**src/rtl/opaddr_pkg.sv**
```systemverilog
package opaddr_pkg;

  // Operand addressing mode selected by the decoder
  typedef enum logic [3:0] {
    AM_NONE,
    AM_B,
    AM_BINC,
    AM_BDEC,
    AM_X,
    AM_XINC,
    AM_XDEC,
    AM_ABS,
    AM_PUSH,
    AM_POP,
    AM_REG
  } amode_e;

  // Side action of the instruction on pointers and skip
  typedef enum logic [2:0] {
    OK_PLAIN,
    OK_PREFIX,
    OK_LDB4,
    OK_LDB8,
    OK_BTEST,
    OK_LDREG,
    OK_DECSKIP
  } okind_e;

  typedef struct packed {
    amode_e mode;
    okind_e kind;
  } dec_t;

endpackage

```
**src/rtl/opaddr_decode.sv**
```systemverilog
module opaddr_decode
  import opaddr_pkg::*;
(
  input  logic [7:0] opcode_i,
  output dec_t       dec_o
);

  always_comb begin
    dec_o.mode = AM_NONE;
    dec_o.kind = OK_PLAIN;
    casez (opcode_i)
      8'b0100_????: dec_o.kind = OK_BTEST;
      8'b0101_????: dec_o.kind = OK_LDB4;
      8'b0110_0111: dec_o.mode = AM_PUSH;
      8'b0110_1???: dec_o.mode = AM_B;
      8'b0111_????: dec_o.mode = AM_B;
      8'b1000_0???: dec_o.mode = AM_B;
      8'b1000_1100: dec_o.mode = AM_POP;
      8'h9A, 8'hA2, 8'hAA: dec_o.mode = AM_BINC;
      8'h9B, 8'hA3, 8'hAB: dec_o.mode = AM_BDEC;
      8'h9E, 8'hA6, 8'hAE, 8'hB9: dec_o.mode = AM_B;
      8'h9F: dec_o.kind = OK_LDB8;
      8'h9C, 8'h9D, 8'hA9, 8'hBC: dec_o.mode = AM_ABS;
      8'hB2, 8'hBA: dec_o.mode = AM_XINC;
      8'hB3, 8'hBB: dec_o.mode = AM_XDEC;
      8'hB6, 8'hBE: dec_o.mode = AM_X;
      8'hBD: dec_o.kind = OK_PREFIX;
      8'b1100_????: begin
        dec_o.mode = AM_REG;
        dec_o.kind = OK_DECSKIP;
      end
      8'b1101_????: begin
        dec_o.mode = AM_REG;
        dec_o.kind = OK_LDREG;
      end
      default: begin
        dec_o.mode = AM_NONE;
        dec_o.kind = OK_PLAIN;
      end
    endcase
  end

endmodule

```
**src/rtl/opaddr_ptrs.sv**
```systemverilog
module opaddr_ptrs
  import opaddr_pkg::*;
#(
  parameter int          DW     = 8,
  parameter int          X_IDX  = 12,
  parameter int          SP_IDX = 13,
  parameter int          B_IDX  = 14,
  parameter logic [DW-1:0] B_RST  = '0,
  parameter logic [DW-1:0] X_RST  = '0,
  parameter logic [DW-1:0] SP_RST = DW'(8'h6F)
) (
  input  logic          clk,
  input  logic          rst_n,
  input  logic          vld_i,
  input  logic          kill_i,
  input  dec_t          dec_i,
  input  logic [3:0]    nib_i,
  input  logic [DW-1:0] opbyte_i,
  input  logic [DW-1:0] wdata_i,
  output logic [DW-1:0] b_o,
  output logic [DW-1:0] x_o,
  output logic [DW-1:0] sp_o,
  output logic          pend_o,
  output logic [DW-1:0] paddr_o
);

  localparam int PAD_W = DW - 4;

  logic [DW-1:0] b_q, b_d, x_q, x_d, sp_q, sp_d, paddr_q, paddr_d;
  logic          pend_q, pend_d;
  logic          fire;
  logic          reg_wr;

  assign fire   = vld_i && !kill_i;
  assign reg_wr = fire && (dec_i.kind == OK_LDREG || dec_i.kind == OK_DECSKIP);

  // Next-state logic
  always_comb begin
    b_d     = b_q;
    x_d     = x_q;
    sp_d    = sp_q;
    pend_d  = pend_q;
    paddr_d = paddr_q;
    if (fire) begin
      case (dec_i.mode)
        AM_BINC: if (!pend_q) b_d = b_q + 1'b1;
        AM_BDEC: if (!pend_q) b_d = b_q - 1'b1;
        AM_XINC: x_d  = x_q + 1'b1;
        AM_XDEC: x_d  = x_q - 1'b1;
        AM_PUSH: sp_d = sp_q - 1'b1;
        AM_POP:  sp_d = sp_q + 1'b1;
        default: ;
      endcase
      case (dec_i.kind)
        OK_LDB4: b_d = {{PAD_W{1'b0}}, 4'hF - nib_i};
        OK_LDB8: b_d = opbyte_i;
        default: ;
      endcase
    end
    if (reg_wr) begin
      if (int'(nib_i) == B_IDX)  b_d  = wdata_i;
      if (int'(nib_i) == X_IDX)  x_d  = wdata_i;
      if (int'(nib_i) == SP_IDX) sp_d = wdata_i;
    end
    if (vld_i) begin
      if (fire && dec_i.kind == OK_PREFIX) begin
        pend_d  = 1'b1;
        paddr_d = opbyte_i;
      end else begin
        pend_d  = 1'b0;
      end
    end
  end

  // State registers
  always_ff @(posedge clk or negedge rst_n) begin
    if (!rst_n) begin
      b_q     <= B_RST;
      x_q     <= X_RST;
      sp_q    <= SP_RST;
      pend_q  <= 1'b0;
      paddr_q <= '0;
    end else begin
      b_q     <= b_d;
      x_q     <= x_d;
      sp_q    <= sp_d;
      pend_q  <= pend_d;
      paddr_q <= paddr_d;
    end
  end

  assign b_o     = b_q;
  assign x_o     = x_q;
  assign sp_o    = sp_q;
  assign pend_o  = pend_q;
  assign paddr_o = paddr_q;

  assert_binc_R2: assert property (@(posedge clk) disable iff (!rst_n)
    fire && dec_i.mode == AM_BINC && !pend_q |=> (b_q - $past(b_q)) == DW'(1));

  assert_xdec_R3: assert property (@(posedge clk) disable iff (!rst_n)
    fire && dec_i.mode == AM_XDEC |=> ($past(x_q) - x_q) == DW'(1));

  assert_prefix_hold_R5: assert property (@(posedge clk) disable iff (!rst_n)
    fire && pend_q && (dec_i.mode == AM_BINC || dec_i.mode == AM_BDEC) |=> $stable(b_q));

  assert_prefix_oneshot_R6: assert property (@(posedge clk) disable iff (!rst_n)
    vld_i && pend_q && !(fire && dec_i.kind == OK_PREFIX) |=> !pend_q);

  assert_ldb4_R7: assert property (@(posedge clk) disable iff (!rst_n)
    fire && dec_i.kind == OK_LDB4 |=> b_q == {{PAD_W{1'b0}}, 4'hF - $past(nib_i)});

  assert_push_R11: assert property (@(posedge clk) disable iff (!rst_n)
    fire && dec_i.mode == AM_PUSH |=> ($past(sp_q) - sp_q) == DW'(1));

  assert_kill_hold_R13: assert property (@(posedge clk) disable iff (!rst_n)
    vld_i && kill_i |=> $stable(b_q) && $stable(x_q) && $stable(sp_q));

endmodule

```
**src/rtl/opaddr_gen.sv**
```systemverilog
module opaddr_gen
  import opaddr_pkg::*;
#(
  parameter int          DW       = 8,
  parameter logic [DW-5:0] REG_PAGE = '1,
  parameter int          X_IDX    = 12,
  parameter int          SP_IDX   = 13,
  parameter int          B_IDX    = 14,
  parameter logic [DW-1:0] B_RST    = '0,
  parameter logic [DW-1:0] X_RST    = '0,
  parameter logic [DW-1:0] SP_RST   = DW'(8'h6F)
) (
  input  logic          clk,
  input  logic          rst_n,
  input  logic          instr_vld_i,
  input  logic          instr_kill_i,
  input  logic [7:0]    opcode_i,
  input  logic [DW-1:0] opbyte_i,
  input  logic [DW-1:0] mem_rdata_i,
  output logic [DW-1:0] addr_o,
  output logic          addr_vld_o,
  output logic [DW-1:0] reg_wdata_o,
  output logic [DW-1:0] b_ptr_o,
  output logic [DW-1:0] x_ptr_o,
  output logic [DW-1:0] sp_ptr_o,
  output logic          prefix_o,
  output logic          skip_o
);

  dec_t          dec;
  logic [3:0]    nib;
  logic          fire;
  logic [DW-1:0] b_q, x_q, sp_q, paddr_q;
  logic          pend_q;
  logic [DW-1:0] reg_val;
  logic [DW-1:0] wdata;

  assign nib  = opcode_i[3:0];
  assign fire = instr_vld_i && !instr_kill_i;

  opaddr_decode u_dec (
    .opcode_i (opcode_i),
    .dec_o    (dec)
  );

  opaddr_ptrs #(
    .DW     (DW),
    .X_IDX  (X_IDX),
    .SP_IDX (SP_IDX),
    .B_IDX  (B_IDX),
    .B_RST  (B_RST),
    .X_RST  (X_RST),
    .SP_RST (SP_RST)
  ) u_ptrs (
    .clk      (clk),
    .rst_n    (rst_n),
    .vld_i    (instr_vld_i),
    .kill_i   (instr_kill_i),
    .dec_i    (dec),
    .nib_i    (nib),
    .opbyte_i (opbyte_i),
    .wdata_i  (wdata),
    .b_o      (b_q),
    .x_o      (x_q),
    .sp_o     (sp_q),
    .pend_o   (pend_q),
    .paddr_o  (paddr_q)
  );

  // Register-file value: pointers are mirrored inside this block
  always_comb begin
    if (int'(nib) == B_IDX)       reg_val = b_q;
    else if (int'(nib) == X_IDX)  reg_val = x_q;
    else if (int'(nib) == SP_IDX) reg_val = sp_q;
    else                          reg_val = mem_rdata_i;
  end

  assign wdata = (dec.kind == OK_DECSKIP) ? (reg_val - 1'b1) : opbyte_i;

  // Operand address selection
  always_comb begin
    case (dec.mode)
      AM_B, AM_BINC, AM_BDEC: addr_o = pend_q ? paddr_q : b_q;
      AM_X, AM_XINC, AM_XDEC: addr_o = x_q;
      AM_ABS:                 addr_o = opbyte_i;
      AM_PUSH:                addr_o = sp_q;
      AM_POP:                 addr_o = sp_q + 1'b1;
      AM_REG:                 addr_o = {REG_PAGE, nib};
      default:                addr_o = '0;
    endcase
  end

  assign addr_vld_o  = fire && (dec.mode != AM_NONE);
  assign reg_wdata_o = wdata;
  assign skip_o      = fire && ((dec.kind == OK_BTEST && b_q[3:0] == nib) ||
                                (dec.kind == OK_DECSKIP && wdata == '0));
  assign b_ptr_o     = b_q;
  assign x_ptr_o     = x_q;
  assign sp_ptr_o    = sp_q;
  assign prefix_o    = pend_q;

  assert_kill_quiet_R13: assert property (@(posedge clk) disable iff (!rst_n)
    instr_vld_i && instr_kill_i |-> !addr_vld_o && !skip_o);

  assert_skip_source_R8: assert property (@(posedge clk) disable iff (!rst_n)
    skip_o |-> instr_vld_i && (dec.kind == OK_BTEST || dec.kind == OK_DECSKIP));

  assert_prefix_addr_R5: assert property (@(posedge clk) disable iff (!rst_n)
    fire && dec.kind == OK_PREFIX |=> prefix_o && addr_vld_o == 1'b0 ||
                                      (prefix_o && instr_vld_i));

endmodule

```
**config.mk**
```make
export PLATFORM = sky130hd
export DESIGN_NAME = opaddr_gen
export DESIGN_NICKNAME = d
export VERILOG_FILES = /design/src/rtl/opaddr_pkg.sv /design/src/rtl/opaddr_decode.sv /design/src/rtl/opaddr_ptrs.sv /design/src/rtl/opaddr_gen.sv
export SDC_FILE = /design/constraint.sdc
export NUM_CORES = 1
export LEC_CHECK = 0
export ABC_CLOCK_PERIOD_IN_PS = 3100
export BUFFER_PORTS_ARGS = -buffer_cell sky130_fd_sc_hd__clkbuf_2
export CORE_MARGIN = 2
export CORE_UTILIZATION = 45
export CTS_BUF_LIST = sky130_fd_sc_hd__clkbuf_8
export CTS_CLUSTER_DIAMETER = 40
export CTS_CLUSTER_SIZE = 24
export DETAILED_ROUTE_END_ITERATION = 8
export GPL_TIMING_DRIVEN = 0
export PLACE_DENSITY = 0.77
export SETUP_SLACK_MARGIN = 0.4
export SLEW_MARGIN = 30
export SYNTH_ARGS = -nofsm -noshare
export SYNTH_HDL_FRONTEND = slang
export SYNTH_SLANG_ARGS = --single-unit
export TNS_END_PERCENT = 30
```
**constraint.sdc**
```tcl
create_clock -name clk -period 3.1 [get_ports clk]
set_clock_uncertainty 0.1 [all_clocks]
set_input_delay 0.465 -clock clk [delete_from_list [all_inputs] [get_ports clk]]
set_output_delay 0.465 -clock clk [all_outputs]
set_load 0.005 [all_outputs]
```
==> Word-level counts from Yosys, hierarchy flattened <==
Cells that the tools add are included.
{ "classes": {"n_addsub": 8, "eq_ne": 51, "n_mux": 24, "n_reduce_logical": 23} }
{ "op_table": {"columns": ["cell", "n"], "rows": [
  ["== test 8 bit (second input constant)", 23],
  ["two-way mux 8 bit", 16],
  ["one-hot mux 8 bit (2 select lines)", 4],
  ["one-hot mux 8 bit (6 select lines)", 1],
  ["one-hot mux 4 bit (10 select lines)", 1],
  ["== test 4 x 3 -> 1 bit (second input constant)", 9],
  ["subtractor 8 x 1 -> 8 bit (second input constant)", 4],
  ["adder 8 x 1 -> 8 bit (second input constant)", 3],
  ["== test 4 bit (second input constant)", 5],
  ["one-hot mux 3 bit (6 select lines)", 1],
  ["== test 4 x 2 -> 1 bit (second input constant)", 3],
  ["OR reduction 3 bit", 4],
  ["== test 3 bit (second input constant)", 3],
  ["== test 8 x 7 -> 1 bit (second input constant)", 1],
  ["zero test 8 bit", 1],
  ["OR reduction 2 bit", 4],
  ["logical AND 1 bit", 7],
  ["OR reduction 7 bit", 1],
  ["== test 3 x 2 -> 1 bit (second input constant)", 2],
  ["== test 5 x 4 -> 1 bit (second input constant)", 1],
  ["== test 5 bit (second input constant)", 1],
  ["== test 4 x 1 -> 1 bit (second input constant)", 1],
  ["== test 4 bit", 1],
  ["nonzero test 4 bit", 1],
  ["7 further kinds", 8]
]} }
{ "word_totals": {"regBits": 33, "out_inout_bits": 43, "word_cells": 111} }

==> Longest topological paths before layout <==
{ "depth": {"ltp_word": 10, "mapped_depth": 13, "mapped_depth_nobuf": 13} }

==> By module <==
A second synthesis with hierarchy kept.
{ "hier_totals": {"hier_cells": 506, "hier_area_um2": 3996.3} }
{ "modules_own_cells": {"columns": ["module", "n_inst", "cells_per_inst", "area_each_um2", "seq_area_each_um2"], "rows": [
  ["opaddr_ptrs", 1, 271, 2356.0, 833.3],
  ["opaddr_gen", 1, 179, 1263.7, 0.0],
  ["opaddr_decode", 1, 56, 376.6, 0.0]
]} }

==> Least setup slack after synthesis <==
OpenSTA, ideal clock, no wires.
{ "synth_timing": {"path_kind": "input-to-reg", "startpoint": "input opcode_i[7]", "endpoint": "register u_ptrs.x_q[7], in the netlist u_ptrs.x_o[7]", "setup_time_ns": 0.139, "arrival_time_ns": 2.852, "required_time_ns": 2.861, "slack_ns": 0.009, "path_stages": 12, "n_path_buf": 0, "path_cell_list": "nor2b_1 > nand3_1 > nor3_1 > ha_1 > a21o_1 > a211o_1 > o211ai_1 > a21oi_1 > nand3b_1 > a21oi_1 > xnor2_1 > mux2i_1"} }
{ "synth_between": {"elab_chain_len": 8, "elab_cells_between_ends": 52, "classes_between": "eq/ne: 35; mux: 7; reduce/logical: 10"} }
{ "synth_lines": {"columns": ["element", "line_no", "text"], "rows": [
  ["from (decl)", "opaddr_gen.sv:17", "input logic [7:0] opcode_i,"],
  ["== test 8 bit (tied with other cells)", "opaddr_decode.sv:11", "casez (opcode_i)"],
  ["OR reduction 7 bit (no line) (tied with other cells)", null, null],
  ["one-hot mux 4 bit (10 select lines)", "opaddr_decode.sv:11", null],
  ["== test 4 x 3 -> 1 bit", "opaddr_ptrs.sv:45", "case (dec_i.mode)"],
  ["one-hot mux 8 bit (2 select lines)", "opaddr_ptrs.sv:45", null],
  ["two-way mux 8 bit", "opaddr_ptrs.sv:44", "if (fire) begin"],
  ["two-way mux 8 bit", "opaddr_ptrs.sv:62", "if (int'(nib_i) == X_IDX) x_d = wdata_i;"],
  ["two-way mux 8 bit (*)", "opaddr_ptrs.sv:60", "if (reg_wr) begin"],
  ["net u_ptrs.x_d[7]", "opaddr_ptrs.sv:29", "logic [DW-1:0] b_q, b_d, x_q, x_d, sp_q, sp_d, paddr_q, paddr_d;"],
  ["to (signal assigned)", "opaddr_ptrs.sv:79", "x_q <= X_RST;"],
  ["to (signal assigned)", "opaddr_ptrs.sv:85", "x_q <= x_d;"],
  ["to (decl)", "opaddr_ptrs.sv:29", null]
]} }
The timed path passes the listed nets; every way through them passes the cells marked *.
A chain may end at the register's enable or synchronous reset.

==> Final worst setup path <==
{ "layout_timing": {"startpoint": "input opcode_i[0]", "endpoint": "output skip_o"} }
{ "layout_between": {"elab_chain_len": 10, "elab_cells_between_ends": 19, "classes_between": "add/sub: 1; eq/ne: 8; mux: 5; reduce/logical: 5"} }
{ "layout_lines": {"columns": ["element", "line_no", "text"], "rows": [
  ["== test 4 x 3 -> 1 bit", "opaddr_gen.sv:74", "else if (int'(nib) == SP_IDX) reg_val = sp_q;"],
  ["two-way mux 8 bit", "opaddr_gen.sv:74", null],
  ["two-way mux 8 bit", "opaddr_gen.sv:73", "else if (int'(nib) == X_IDX) reg_val = x_q;"],
  ["two-way mux 8 bit", "opaddr_gen.sv:72", "if (int'(nib) == B_IDX) reg_val = b_q;"],
  ["subtractor 8 x 1 -> 8 bit", "opaddr_gen.sv:78", "assign wdata = (dec.kind == OK_DECSKIP) ? (reg_val - 1'b1) : opbyte_i;"],
  ["two-way mux 8 bit", "opaddr_gen.sv:78", null],
  ["zero test 8 bit", "opaddr_gen.sv:96", "(dec.kind == OK_DECSKIP && wdata == '0));"],
  ["logical AND 1 bit", "opaddr_gen.sv:96", null],
  ["logical OR 1 bit (*)", "opaddr_gen.sv:95", "assign skip_o = fire && ((dec.kind == OK_BTEST && b_q[3:0] == nib) ||"],
  ["logical AND 1 bit (*)", "opaddr_gen.sv:95", null],
  ["to (decl)", "opaddr_gen.sv:27", "output logic skip_o"]
]} }
Every way passes the cells marked *; elsewhere a longest branch is shown, timed or not.

==> Flow_metrics.wiki <==
{| class="wikitable"
! Metric !! Value
|-
| DP Area || 4380 um^2
|-
| Status || finished with violations
|-
| Drt first-iter violations || 542
|-
| Wire length of the first global-routing pass || 22300 um
|-
| Switching component of the power || 0.716 mW
|-
| Clock tree from TritonCTS || built
|-
| Proportion of synthesized flip-flops having asynchronous set or reset || 100%
|-
| Number of top-level design ports || 71
|-
| DRC violations left || 0
|-
| Overflow after GRT || 0
|-
| Buffers from clock root to sink, at most || 2
|-
| Startpoint of the lowest-slack register-to-register path || u_ptrs.b_o[2]$_DFF_PN0_
|-
| Post-DRT Antenna Nets || 0
|-
| Number of buffers created by CTS || 5
|-
| Overall die width || 96.2 um
|-
| Number of synthesis warnings || 0
|-
| Number of H-tree levels || 2
|-
| Number of cells in the finished layout apart from fillers || 688
|-
| Count of cell types in the netlist || 75
|-
| Number of iterations in the first detailed-routing pass || 6
|-
| Via count of the first global-routing pass || 4142
|-
| Cell Rows || 33
|-
| Part of the Yosys area used for sequential elements || 21.8%
|-
| Most common flop cell mapped by yosys || dfrtp_1
|-
| Number of standard cells after synthesis || 479
|-
| Internal power component || 1.12 mW
|-
| Pin count of the biggest net entering global routing || 34
|-
| Latest clock arrival within the worst-skew pair || 0.29 ns
|-
| Final Cycle Share || 108%
|-
| Worst slew margin relative to its limit || 38.4%
|-
| DRT Wirelength || 14400 um
|-
| F_max || 298 MHz
|-
| Met1 Usage GRT || 41.7%
|-
| Floorplan die area || 9260 um^2
|-
| Actual transition at the worst max-transition pin || 0.917 ns
|-
| Static power due to leakage || 2.24 nW
|-
| Max-slew violation total from the final report || 0
|-
| Violated checks || negative setup slack
|-
| Number of clock sinks seen by CTS || 33
|-
| Filler Cells Inserted || 709
|-
| Critical Path Start || opcode_i[0]
|-
| Most Used Layer, Global Route || met2
|-
| Final standard cell utilization of the core || 62.4%
|-
| Count of maximum capacitance violations || 0
|-
| Mean routed wirelength per cell || 21.0 um
|-
| Clock network power share || 24.5%
|-
| Core area || 8220 um^2
|-
| Data arrival, critical path || 2.79 ns
|-
| Aggregate negative setup slack || -0.326 ns
|-
| Number of endpoints with negative hold slack in the final report || 0
|-
| Avg Vias per Cell || 6.47
|-
| Reg-to-reg slack, setup || 0.48 ns
|-
| Relative contribution of combinational cells to total power || 45.1%
|-
| Post-Synthesis Net Count || 519
|-
| Synth-to-Final Area Change || 34.0%
|-
| Worst setup path category || input pin to output port
|-
| Crit end category || output port
|-
| Terminus of the critical flop-to-flop path || u_ptrs.b_o[5]$_DFF_PN0_
|-
| Dpl cells || 652
|-
| Initial antenna violation count || 0
|-
| Fraction of layout cells with a size suffix above 1 || 33.6%
|-
| Minimum clock period || 3.35 ns
|-
| Worst Hold Class || input pin to register
|-
| Synthesis-stage register bit count || 33
|-
| GRT met2 Usage || 53.3%
|-
| Depth of the worst register-to-register path || 9
|-
| Detailed-placement wirelength estimate || 10300 um
|-
| Fraction of power spent switching nets || 39.0%
|-
| Root Buffer || clkbuf_8
|-
| Hold path startpoint || instr_vld_i
|-
| Endpoint, Worst Hold || u_ptrs.pend_o$_DFFE_PN0P_
|-
| Net total in the final layout || 622
|-
| Average size of a mapped cell || 7.99 um^2
|-
| Effective utilization at floorplan || 46.6%
|-
| Highest-count cells in the layout ignoring fill and taps || 68 x clkbuf_2, 37 x nand2_1, 31 x nor2_1, 28 x a21oi_1
|-
| Die height || 96.2 um
|-
| Largest driver fanout on the critical path || 6
|-
| Overall track demand over capacity in global routing || 31.9%
|-
| Cell area after layout || 5130 um^2
|-
| Antenna Diode Count || 0
|-
| Fraction of met3 tracks used by global routing || 6.26%
|-
| Critical Path Start Type || input pin
|-
| P per Cell Area || 358 nW/um^2
|-
| Area of the mapped netlist || 3830 um^2
|-
| Critical path required time || 2.53 ns
|-
| Post-route setup slack || -0.255 ns
|-
| Worst setup timing slack at the placement stage || -0.595 ns
|-
| Maximum VDD drop || 0.236 mV
|-
| Unrepaired setup endpoints after global routing || true
|-
| Most common library cell in the layout ignoring fill and taps || clkbuf_2
|-
| Number of enable-type register cells in the synthesized netlist || 0
|-
| Clock slew seen by the registers of the worst setup and hold paths || 0.08 ns
|-
| Routed via count || 4451
|-
| Part of the power in registers || 30.4%
|-
| Worst Hold Depth || 3
|-
| Weighted congestion reported at the end of routability-driven placement || 0.980
|-
| Input/output buffers || 68
|-
| Final number of setup-violating endpoints || 2
|}
==> sequential cells by signal (all words and copies together), names as in the netlist <==
register and flops:
u_ptrs.b_o 8, u_ptrs.paddr_o 8, u_ptrs.pend_o 1, u_ptrs.sp_o 8, u_ptrs.x_o 8
==> through the flow <==
step           total power, mW  hold WS [ns]
2_1_floorplan            0.984        0.0694
3_3_place_gp              1.21         0.389
3_5_place_dp              1.23         0.400
4_1_cts                   1.77         0.225
5_1_grt                   1.93         0.395
6_report                  1.84         0.410
==> cell type report <==
class / instances / area, um^2 / share of cell area (%)
plain buffers: 40 / 253 / 4.93
well taps: 105 / 131 / 2.56
flip-flops and latches: 33 / 836 / 16.3
inverters: 15 / 56.3 / 1.10
multi-input cells: 391 / 3080 / 60.1
clock buffers: 6 / 82.6 / 1.61
clock inverters: 2 / 37.5 / 0.732
repair buffers: 96 / 651 / 12.7
==> worst max-delay path, cell delays in order <==
cell and delay [ns]:
clkbuf_16 0.12, buf_8 0.13, buf_12 0.13, mux2i_4 0.28
o2bb2ai_4 0.09, a211oi_4 0.27, buf_4 0.17, nand4_1 0.14
xor2_2 0.23, mux2i_4 0.18, nand3_2 0.14, o41ai_4 0.25
buf_2 0.17
==> cell usage after synthesis, types with 3 or more instances <==
cell type	count	area, um^2
nand2b_1	15	93.8
dfstp_2	6	158
nor4_1	4	25.0
mux2_2	9	101
buf_2	10	50.1
or4_1	7	52.6
o211ai_1	5	37.5
a221o_1	5	50.1
nor2b_1	12	75.1
a22oi_1	7	52.6
xor2_1	7	61.3
buf_6	3	33.8
a21o_1	5	37.5
clkbuf_1	24	90.1
xnor2_1	20	175
nor2_1	32	120
o21ai_1	23	115
nand4_1	5	31.3
mux2i_1	27	270
a211oi_1	3	22.5
a222oi_1	4	40.0
o21ai_0	17	85.1
inv_1	15	56.3
dfrtp_1	27	676
nand2_1	38	143
a21oi_1	33	165
o31ai_1	8	60.1
nor3_1	9	45.0
nand3_1	11	55.1
or3b_1	3	26.3
a221oi_1	4	35.0
or3_1	3	18.8
ha_1	11	138
o22ai_1	6	37.5
nand3b_1	6	45.0
==> cells by family after synthesis <==
group | after synthesis | synth area share (%)
xor+xnor | 27 | 6.18
mux | 41 | 11.6
compound gates | 142 | 24.5
simple gates | 169 | 25.3
fa+ha+maj | 12 | 4.12
buf+inv | 55 | 6.51
flops | 33 | 21.8
==> routing by layer <==
layer / wire [um] / share of wire, %
met1: 5590 / 39
met2: 6890 / 48
met3: 1530 / 11
met4: 404 / 2.8
met5: 0 / 0
==> timing repair <==
item,4_1_cts,5_1_grt
cloned,1,0
buffers inserted,17,8
hold buffers,0,1
pin swaps,15,12
hold endpoints to repair,0,8
resized for setup,59,31
setup endpoints to repair,22,28
==> power by group through the flow <==
| stage | combinational (mW) | clock (mW) | sequential (mW) |
|---|---|---|---|
| after CTS | 0.767 | 0.451 | 0.555 |
| after global placement | 0.650 | 0 | 0.562 |
| after global routing | 0.891 | 0.471 | 0.566 |
| after detailed placement | 0.664 | 0 | 0.566 |
| final | 0.829 | 0.449 | 0.558 |
| after floorplan | 0.437 | 0 | 0.546 |
==> worst max path at each step <==
stage,end,slack [ns]
after global routing,skip_o,-0.33
after CTS,skip_o,-0.14
after floorplan,skip_o,0.31
after global placement,skip_o,-0.54
after detailed placement,skip_o,-0.60
final,skip_o,-0.25
No activity file was read; power rests on OpenSTA's default activity.
